**src/rtl/ccd_vtg_pkg.sv**
```systemverilog
package ccd_vtg_pkg;

    typedef enum logic [1:0] {
        LVL_LOW  = 2'b00,
        LVL_MID  = 2'b01,
        LVL_HIGH = 2'b10
    } vlvl_e;

    typedef enum logic {
        FLD_ODD  = 1'b0,
        FLD_EVEN = 1'b1
    } fld_e;

    typedef struct packed {
        logic sg1;
        logic sg2;
    } rd_pair_t;

    localparam int NUM_PHASES = 4;
    localparam int NUM_STEPS  = 3;

    // Two adjacent phases sit at the middle level; step k moves the pair up by k.
    function automatic logic [NUM_PHASES-1:0] mid_mask(input logic [1:0] k);
        logic [7:0] dbl;
        dbl = {4'b0011, 4'b0011} << k;
        return dbl[7:4] | dbl[3:0];
    endfunction

endpackage

```
**src/rtl/ccd_vtg_counters.sv**
```systemverilog
module ccd_vtg_counters
    import ccd_vtg_pkg::*;
#(
    parameter int H_W    = 10,
    parameter int LINE_W = 10
) (
    input  logic              clk,
    input  logic              rst,
    input  logic              hd_i,
    input  logic              vd_i,
    output logic [H_W-1:0]    h_o,
    output logic [LINE_W-1:0] line_o,
    output fld_e              field_o
);
    localparam logic [H_W-1:0]    H_IDLE    = {H_W{1'b1}};
    localparam logic [LINE_W-1:0] LINE_LAST = {LINE_W{1'b1}};

    logic [H_W-1:0]    h_q;
    logic [LINE_W-1:0] line_q;
    fld_e              field_q;

    always_ff @(posedge clk) begin
        if (rst) begin
            h_q     <= H_IDLE;
            line_q  <= '0;
            field_q <= FLD_ODD;
        end else begin
            if (hd_i)
                h_q <= '0;
            else if (h_q != H_IDLE)
                h_q <= h_q + 1'b1;

            if (vd_i) begin
                line_q  <= '0;
                field_q <= (field_q == FLD_ODD) ? FLD_EVEN : FLD_ODD;
            end else if (hd_i && line_q != LINE_LAST) begin
                line_q <= line_q + 1'b1;
            end
        end
    end

    assign h_o     = h_q;
    assign line_o  = line_q;
    assign field_o = field_q;

    assert_field_toggle_R3: assert property (@(posedge clk) disable iff (rst)
        vd_i |=> field_q != $past(field_q));

    assert_hd_restart_R2: assert property (@(posedge clk) disable iff (rst)
        hd_i |=> h_q == '0);

    assert_vd_clears_line_R2: assert property (@(posedge clk) disable iff (rst)
        vd_i |=> line_q == '0);

endmodule

```
**src/rtl/ccd_vtg_xfer.sv**
```systemverilog
module ccd_vtg_xfer
    import ccd_vtg_pkg::*;
#(
    parameter int H_W        = 10,
    parameter int LINE_W     = 10,
    parameter int XFER_START = 20,
    parameter int STEP_LEN   = 16,
    parameter int READ_LINE  = 10,
    parameter int DUMMY_LINE = 9
) (
    input  logic [H_W-1:0]    h_i,
    input  logic [LINE_W-1:0] line_i,
    input  fld_e              field_i,
    output logic [1:0]        step_o
);
    localparam int DUMMY_START = XFER_START + 4 * STEP_LEN;

    logic [NUM_STEPS-1:0] hit_main;
    logic [NUM_STEPS-1:0] hit_dummy;
    logic                 on_read;
    logic                 dummy_en;

    for (genvar j = 0; j < NUM_STEPS; j++) begin : g_step
        localparam logic [H_W-1:0] M_LO = H_W'(XFER_START + j * STEP_LEN);
        localparam logic [H_W-1:0] M_HI = H_W'(XFER_START + (j + 1) * STEP_LEN);
        localparam logic [H_W-1:0] D_LO = H_W'(DUMMY_START + j * STEP_LEN);
        localparam logic [H_W-1:0] D_HI = H_W'(DUMMY_START + (j + 1) * STEP_LEN);
        assign hit_main[j]  = (h_i >= M_LO) && (h_i < M_HI);
        assign hit_dummy[j] = (h_i >= D_LO) && (h_i < D_HI);
    end

    assign on_read  = (line_i == LINE_W'(READ_LINE));
    assign dummy_en = (field_i == FLD_EVEN) && (line_i == LINE_W'(DUMMY_LINE));

    always_comb begin
        step_o = 2'd0;
        if (!on_read) begin
            for (int j = 0; j < NUM_STEPS; j++) begin
                if (hit_main[j] || (dummy_en && hit_dummy[j]))
                    step_o = 2'(j + 1);
            end
        end
    end

endmodule

```
**src/rtl/ccd_vtg_readout.sv**
```systemverilog
module ccd_vtg_readout
    import ccd_vtg_pkg::*;
#(
    parameter int H_W        = 10,
    parameter int LINE_W     = 10,
    parameter int READ_LINE  = 10,
    parameter int RD_A_START = 17,
    parameter int RD_B_START = 100,
    parameter int RD_W       = 36
) (
    input  logic [H_W-1:0]    h_i,
    input  logic [LINE_W-1:0] line_i,
    input  fld_e              field_i,
    output rd_pair_t          rd_o
);
    localparam logic [H_W-1:0] A_LO = H_W'(RD_A_START);
    localparam logic [H_W-1:0] A_HI = H_W'(RD_A_START + RD_W);
    localparam logic [H_W-1:0] B_LO = H_W'(RD_B_START);
    localparam logic [H_W-1:0] B_HI = H_W'(RD_B_START + RD_W);

    logic win_a, win_b, on_read;

    assign win_a   = (h_i >= A_LO) && (h_i < A_HI);
    assign win_b   = (h_i >= B_LO) && (h_i < B_HI);
    assign on_read = (line_i == LINE_W'(READ_LINE));

    // Swapping the order of the two strobes per field swaps the row pairing.
    always_comb begin
        rd_o = '0;
        if (on_read) begin
            if (field_i == FLD_EVEN) begin
                rd_o.sg1 = win_b;
                rd_o.sg2 = win_a;
            end else begin
                rd_o.sg1 = win_a;
                rd_o.sg2 = win_b;
            end
        end
    end

endmodule

```
**src/rtl/ccd_vtg.sv**
```systemverilog
module ccd_vtg
    import ccd_vtg_pkg::*;
#(
    parameter int H_W        = 10,
    parameter int LINE_W     = 10,
    parameter int XFER_START = 20,
    parameter int STEP_LEN   = 16,
    parameter int READ_LINE  = 10,
    parameter int DUMMY_LINE = 9,
    parameter int RD_A_START = 17,
    parameter int RD_B_START = 100,
    parameter int RD_W       = 36,
    parameter int VBL_END    = 20,
    parameter int VBL_START  = 259
) (
    input  logic       clk,
    input  logic       rst,
    input  logic       hd_i,
    input  logic       vd_i,
    output logic [7:0] vlvl_o,
    output logic       sg1_o,
    output logic       sg2_o,
    output logic       field_o,
    output logic       vblank_o
);
    logic [H_W-1:0]        h_cnt;
    logic [LINE_W-1:0]     line_cnt;
    fld_e                  field;
    logic [1:0]            step_k;
    rd_pair_t              rd;
    logic [NUM_PHASES-1:0] mid;
    logic [NUM_PHASES-1:0] is_mid;

    ccd_vtg_counters #(.H_W(H_W), .LINE_W(LINE_W)) i_cnt (
        .clk     (clk),
        .rst     (rst),
        .hd_i    (hd_i),
        .vd_i    (vd_i),
        .h_o     (h_cnt),
        .line_o  (line_cnt),
        .field_o (field)
    );

    ccd_vtg_xfer #(
        .H_W(H_W), .LINE_W(LINE_W), .XFER_START(XFER_START),
        .STEP_LEN(STEP_LEN), .READ_LINE(READ_LINE), .DUMMY_LINE(DUMMY_LINE)
    ) i_xfer (
        .h_i     (h_cnt),
        .line_i  (line_cnt),
        .field_i (field),
        .step_o  (step_k)
    );

    ccd_vtg_readout #(
        .H_W(H_W), .LINE_W(LINE_W), .READ_LINE(READ_LINE),
        .RD_A_START(RD_A_START), .RD_B_START(RD_B_START), .RD_W(RD_W)
    ) i_rd (
        .h_i     (h_cnt),
        .line_i  (line_cnt),
        .field_i (field),
        .rd_o    (rd)
    );

    assign mid = mid_mask(step_k);

    for (genvar n = 0; n < NUM_PHASES; n++) begin : g_ph
        logic  rd_here;
        vlvl_e lvl_n;
        if (n == 0) begin : g_v1
            assign rd_here = rd.sg1;
        end else if (n == 2) begin : g_v3
            assign rd_here = rd.sg2;
        end else begin : g_plain
            assign rd_here = 1'b0;
        end
        always_comb begin
            if (rd_here)
                lvl_n = LVL_HIGH;
            else if (mid[n])
                lvl_n = LVL_MID;
            else
                lvl_n = LVL_LOW;
        end
        assign vlvl_o[2*n +: 2] = lvl_n;
        assign is_mid[n]        = (vlvl_o[2*n +: 2] == LVL_MID);
    end

    assign sg1_o    = rd.sg1;
    assign sg2_o    = rd.sg2;
    assign field_o  = field;
    assign vblank_o = (line_cnt < LINE_W'(VBL_END)) || (line_cnt >= LINE_W'(VBL_START));

    assert_two_mid_R5: assert property (@(posedge clk) disable iff (rst)
        !(sg1_o || sg2_o) |-> $countones(is_mid) == 2);

    assert_even_phases_never_high_R8: assert property (@(posedge clk) disable iff (rst)
        vlvl_o[3:2] != LVL_HIGH && vlvl_o[7:6] != LVL_HIGH);

    assert_sg_on_readline_R6: assert property (@(posedge clk) disable iff (rst)
        (sg1_o || sg2_o) |-> line_cnt == LINE_W'(READ_LINE));

    assert_sg_exclusive_R7: assert property (@(posedge clk) disable iff (rst)
        !(sg1_o && sg2_o));

endmodule

```
**config.mk**
```make
export PLATFORM = sky130hd
export DESIGN_NAME = ccd_vtg
export DESIGN_NICKNAME = d
export VERILOG_FILES = /design/src/rtl/ccd_vtg_pkg.sv /design/src/rtl/ccd_vtg_counters.sv /design/src/rtl/ccd_vtg_xfer.sv /design/src/rtl/ccd_vtg_readout.sv /design/src/rtl/ccd_vtg.sv
export SDC_FILE = /design/constraint.sdc
export NUM_CORES = 1
export LEC_CHECK = 0
export ABC_AREA = 1
export CORE_MARGIN = 2
export CORE_UTILIZATION = 30
export CTS_CLUSTER_SIZE = 28
export DETAILED_ROUTE_END_ITERATION = 16
export GPL_ROUTABILITY_DRIVEN = 0
export PLACE_DENSITY_LB_ADDON = 0.2
export RECOVER_POWER = 50
export SYNTH_ARGS = -nofsm -noshare
export SYNTH_HDL_FRONTEND = slang
export SYNTH_SLANG_ARGS = --single-unit
```
**constraint.sdc**
```tcl
create_clock -name clk -period 1.8 [get_ports clk]
set_clock_uncertainty 0.15 [all_clocks]
set_input_delay 0.36 -clock clk [delete_from_list [all_inputs] [get_ports clk]]
set_output_delay 0.36 -clock clk [all_outputs]
set_load 0.03 [all_outputs]
```
* After elaboration in Yosys (flattened, before gate mapping)
Index checks and enable logic that the tools add are counted.
Cells by class: reductions and logical operators 19, order comparisons 17, $mul 0, mux-type cells 15, eq/ne operators 4, shift operators 1, divide/modulo/power cells 0, $add $sub $neg 2, bitwise operators 1
Operators with widths (count):
- greater-or-equal comparator 10 x 7 -> 1 bit (second input constant) | 3
- < comparator 10 x 6 -> 1 bit (second input constant) | 3
- < comparator 10 x 7 -> 1 bit (second input constant) | 3
- adder 10 x 1 -> 10 bit (second input constant) | 2
- == test 10 x 4 -> 1 bit (second input constant) | 2
- greater-or-equal comparator 10 x 5 -> 1 bit (second input constant) | 2
- greater-or-equal comparator 10 x 6 -> 1 bit (second input constant) | 2
- < comparator 10 x 8 -> 1 bit (second input constant) | 2
- two-way mux 10 bit | 2
- != test 10 bit (second input constant) | 2
- two-way mux 2 bit | 7
- logical AND 1 bit | 13
- greater-or-equal comparator 10 x 9 -> 1 bit (second input constant) | 1
- < comparator 10 x 5 -> 1 bit (second input constant) | 1
- left shift 6 x 2 -> 8 bit (first input constant) | 1
- two-way mux 1 bit | 6
- logical OR 1 bit | 4
- OR 4 bit | 1
- nonzero test 2 bit | 1
- OR reduction 2 bit | 1
Word-level totals: bits in latches 0, memory bits (writable) 0, input port bits 4, memories 0, logic and storage cells 62, bits in registers 21, ROM bits 0

* Depth between registers and ports, before layout
depth in word-level cells 12, mapped depth 11, gate-level depth less buffers 11

* Hierarchy
From an unflattened synthesis, not the netlist that was laid out.
Unflattened totals: cell total of the unflattened synthesis 298, area, all modules 1764.2 µm²
Modules (own cells, without submodules):
- ccd_vtg_counters | times used 1, area an instance 1121.1 µm², cells each 160, sequential area each 420.4 µm²
- ccd_vtg_xfer | times used 1, area an instance 321.6 µm², cells each 67, sequential area each 0.0 µm²
- ccd_vtg_readout | times used 1, area an instance 192.7 µm², cells each 45, sequential area each 0.0 µm²
- ccd_vtg | times used 1, area an instance 128.9 µm², cells each 26, sequential area each 0.0 µm²

* Worst setup path before layout
No wires, ideal clock.
kind register to output, start point reg i_cnt.field_q, in the netlist i_cnt.field_o, end point out vlvl_o[0], arrival time 1764 ps, slack -474 ps, data required time 1290 ps, cell stages (with the launch flop) 8, path buffers 0, cell sequence dfxtp_1 -> nand3_1 -> nor2_1 -> nand3_1 -> nand2_1 -> nor2_1 -> nor2_1 -> nor2_1
On the way: word-level cells in the longest chain between the ends 11, elaborated cells on any way between the ends 17, those cells by class 1 x shift; 8 x mux; 1 x bitwise; 7 x reduce/logical
Ends and longest elaborated chain:
- from (decl) | line ccd_vtg_counters.sv:20 | fld_e field_q;
- from (signal assigned) | line ccd_vtg_counters.sv:35 | field_q <= (field_q == FLD_ODD) ? FLD_EVEN : FLD_ODD;
- logical AND 1 bit | line ccd_vtg_xfer.sv:33 | assign dummy_en = (field_i == FLD_EVEN) && (line_i == LINE_W'(DUMMY_LINE));
- logical AND 1 bit | line ccd_vtg_xfer.sv:39 | if (hit_main[j] || (dummy_en && hit_dummy[j]))
- logical OR 1 bit | line ccd_vtg_xfer.sv:39
- two-way mux 1 bit | line ccd_vtg_xfer.sv:39
- two-way mux 2 bit (2 in a row) | line ccd_vtg_xfer.sv:39
- two-way mux 2 bit | line ccd_vtg_xfer.sv:37 | if (!on_read) begin
- left shift 6 x 2 -> 8 bit | line ccd_vtg_pkg.sv:25 | dbl = {4'b0011, 4'b0011} << k;
- OR 4 bit | line ccd_vtg_pkg.sv:26 | return dbl[7:4] | dbl[3:0];
- two-way mux 1 bit | line ccd_vtg.sv:79 | else if (mid[n])
- two-way mux 2 bit * | line ccd_vtg.sv:77 | if (rd_here)
- to (decl) | line ccd_vtg.sv:20 | output logic [7:0] vlvl_o,
Mark *: on every way between the ends. The rest lies on a longest branch, timed or not.

* Final worst setup path
start point reg i_cnt.line_q[3], in the netlist i_cnt.line_o[3], end point out vlvl_o[0]
On the way: word-level cells in the longest chain between the ends 12, elaborated cells on any way between the ends 18, those cells by class 2 x eq/ne; 1 x shift; 7 x mux; 1 x bitwise; 7 x reduce/logical
Ends and longest elaborated chain:
- from (decl) | line ccd_vtg_counters.sv:19 | logic [LINE_W-1:0] line_q;
- from (signal assigned) | line ccd_vtg_counters.sv:37 | line_q <= line_q + 1'b1;
- == test 10 x 4 -> 1 bit | line ccd_vtg_xfer.sv:33
- logical AND 1 bit | line ccd_vtg_xfer.sv:33
- logical AND 1 bit | line ccd_vtg_xfer.sv:39
- logical OR 1 bit | line ccd_vtg_xfer.sv:39
- two-way mux 1 bit | line ccd_vtg_xfer.sv:39
- two-way mux 2 bit (2 in a row) | line ccd_vtg_xfer.sv:39
- two-way mux 2 bit | line ccd_vtg_xfer.sv:37
- left shift 6 x 2 -> 8 bit | line ccd_vtg_pkg.sv:25
- OR 4 bit | line ccd_vtg_pkg.sv:26
- two-way mux 1 bit | line ccd_vtg.sv:79
- two-way mux 2 bit * | line ccd_vtg.sv:77
Marks and branches as above.

==> reports/summary.txt <==
Status -> finished with violations
Failing checks -> setup timing
CP Class -> reg2out
Syn Area/Cell -> 6.256 um^2
Synthesis-to-layout area growth -> 56.06%
Syn. warnings -> 0
Sequential share of the synthesized area -> 0.2699
Detailed-route wire length -> 4416 um
Netlist cell types -> 33
Hold_buf cts -> 0
Gate power share -> 0.270
Crit path arrival time -> 1.62 ns
Final Power -> 0.001181 W
Row count -> 26
Layout cells sized above 1 -> 0.4430
Synthesized cell area -> 0.001558 mm^2
DR pass1 iterations -> 4
H-tree Lvls -> 1
Clock power frac -> 0.285
Top-count cell post-synth -> nand2_1
Dominant cells by area after synthesis -> dfxtp_1 27%, nand2_1 12%, nand3_1 11%, inv_1 8.2%, nor2_1 7.5%
Bufs on Longest Clock Path -> 2
Cts bufs inserted -> 3
Clock transition at path regs -> 0.09 ns
Routed vias/inst -> 4.639
Flop pwr share -> 0.445
Sw Share -> 0.3320
CP required -> 1.29 ns
Initial Util -> 0.3070
First-pass GRT wire length -> 7189 um
Crit start category -> register
CTS tree -> yes
EDFF count, synth -> 0
Setup-failing EPs final -> 9
Number of global-route vias before repair -> 1555
Port buffer count -> 13
Total power per unit cell area -> 485.8 mW/mm^2
Critical path endpoint category -> output pin
CTS root buffer -> clkbuf_8
Synth Instances -> 249
Max Cap Viol -> 0
Filler Cell Count -> 538
FMAX -> 469.7 MHz
Top FF cell, synth -> dfxtp_1
Core Region -> 0.005075 mm^2
Most instantiated cells after synthesis -> 51 x nand2_1, 35 x nand3_1, 34 x inv_1
Die Span Y -> 76.06 um
Die width -> 76.06 um
Async SR Flop Fraction -> 0
Initial DRC count -> 73
ANT cells -> 0
Setup ws final -> -0.3290 ns
Overflow after GRT -> 0
Slew Viols, Final -> 0
Initial antenna violation count -> 0
NetSw -> 0.0003921 W
RSZ-0062 raised after global routing -> true
Period utilization -> 1.183
CTS Sinks -> 21
Final Core Density -> 0.4790
Worst vdd ir -> 0.2222 mV
Yosys reg bits -> 21
Die area -> 0.005785 mm^2
Dpl hpwl -> 3297 um
Post-synth top area share -> 0.2699
Largest area contributor in the netlist -> dfxtp_1
Int Pwr -> 0.0007889 W
Crit Path Max Fanout -> 3
Total Nets Final -> 319
Min Tclk post-route -> 2.129 ns
P_leak -> 1.070 nW
All-Layer GR Usage -> 0.1498
Worst skew pair latency -> 0.27 ns
ANT nets after route -> 0
IO Pins -> 16
Via count -> 1749
Remaining DRCs -> 0
Largest net degree at the start of global routing -> 14
DR WL/cell -> 11.71 um
Final Hold Fails -> 0
Worst Hold Class -> reg2reg
==> sequential cells by signal (all words and copies together), names as in the netlist <==
register	flops
i_cnt.line_o	10
i_cnt.field_o	1
i_cnt.h_o	10
==> worst paths after layout <==
kind	start	slack, ns	cells after the start	end
worst min-delay path	i_cnt.h_o[1]	0.45	3	i_cnt.h_o[1]
worst min register to register	i_cnt.h_o[1]	0.45	3	i_cnt.h_o[1]
worst max-delay path	i_cnt.line_o[3]	-0.33	10	vlvl_o[0]
worst max register to register	i_cnt.line_o[1]	0.03	9	i_cnt.line_o[3]
==> power groups by stage <==
stage               Sequential, W  Clock, W  Combinational (W)
detailed placement       0.000534         0           0.000293
finish                   0.000525  0.000337           0.000319
CTS                      0.000528  0.000348           0.000306
global route             0.000531  0.000369           0.000355
global placement         0.000534         0           0.000292
floorplan                0.000532         0           0.000182
==> final cells by class <==
| class | instances | area (um^2) | share of cell area |
|---|---|---|---|
| repair inverters | 1 | 6.256 | 0.002573 |
| clock inverters | 1 | 7.507 | 0.003088 |
| inverters | 39 | 161.4 | 0.06639 |
| repair buffers | 60 | 500.5 | 0.2059 |
| multi-input cells | 182 | 1179 | 0.4848 |
| well taps | 70 | 87.58 | 0.03603 |
| flip-flops and latches | 21 | 447.9 | 0.1843 |
| clock buffers | 3 | 41.29 | 0.01698 |
==> metrics by stage <==
| stage | worst slack [ns] | cells | instance area, um^2 | hold WS, ns | TNS (ns) |
|---|---|---|---|---|---|
| global route | -0.4457 | 377 | 2431 | 0.4778 | -3.797 |
| floorplan | -0.05038 | 250 | 1719 | 0.2750 | -0.1042 |
| global placement | -0.1243 | 364 | 2131 | 0.3963 | -0.6244 |
| finish | -0.3290 | 377 | 2431 | 0.4520 | -2.443 |
| detailed placement | -0.1738 | 364 | 2131 | 0.4061 | -0.8273 |
| CTS | -0.3255 | 371 | 2315 | 0.4583 | -2.464 |
==> cell families (layout without fill, tap and decap cells) <==
family / after synthesis / after routing / synth area share
buffers and inverters: 48 / 104 / 0.1349
AOI/OAI and AO/OA: 27 / 27 / 0.09879
xor gates and xnor gates: 4 / 4 / 0.02249
adders and majority gates: 7 / 7 / 0.05622
DFF: 21 / 21 / 0.2699
and+or+nand+nor: 141 / 142 / 0.4153
other: 1 / 2 / 0.002407
==> what timing repair did <==
| action | in CTS | in global routing |
|---|---|---|
| pin swaps | 17 | 10 |
| endpoints found under the setup margin | 10 | 25 |
| gates resized for setup | 37 | 28 |
| gates cloned | 0 | 2 |
| hold endpoints to repair | 0 | 0 |
| setup buffers | 3 | 5 |
==> layout by cell type, fill, tap and decap left out, types with 2 or more instances in the layout <==
cell type         n
o21ai_0           6
ha_4              3
nand3_1          30
nor2_4           11
dfxtp_1           9
conb_1            2
nand4_1           5
inv_2             9
clkbuf_8          3
dfxtp_2           7
clkdlybuf4s50_1   2
ha_1              4
nand2_4           2
and3_1            2
nor2_1           14
buf_6            11
nor2_2           10
nand2_1          44
o211ai_1          2
a21oi_1           8
inv_4             4
nand3_4           2
nor3_2            2
nand2_2          10
nor3_1            2
nand3_2           3
buf_4            44
o21ai_1           5
xor2_1            3
and3_4            2
inv_1            25
dfxtp_4           5
==> routing by layer <==
layer	part of all wire	up-vias	global-route usage
met3	0.033	4	0.01540
met2	0.45	35	0.2313
li1	-	920	-
met1	0.50	790	0.2182
met4	0.012	0	0.04909
met5	0	-	0
==> worst max-delay path, cell delays in order (launching register included) <==
cell,delay (ns)
dfxtp_2,0.34
inv_1,0.08
nor2_4,0.13
nand3_4,0.10
nor2_4,0.14
nand3_2,0.09
nand2_2,0.13
nor2_4,0.05
nor2_4,0.13
nor2_4,0.05
buf_6,0.13
(Power assumes the default switching activity.)
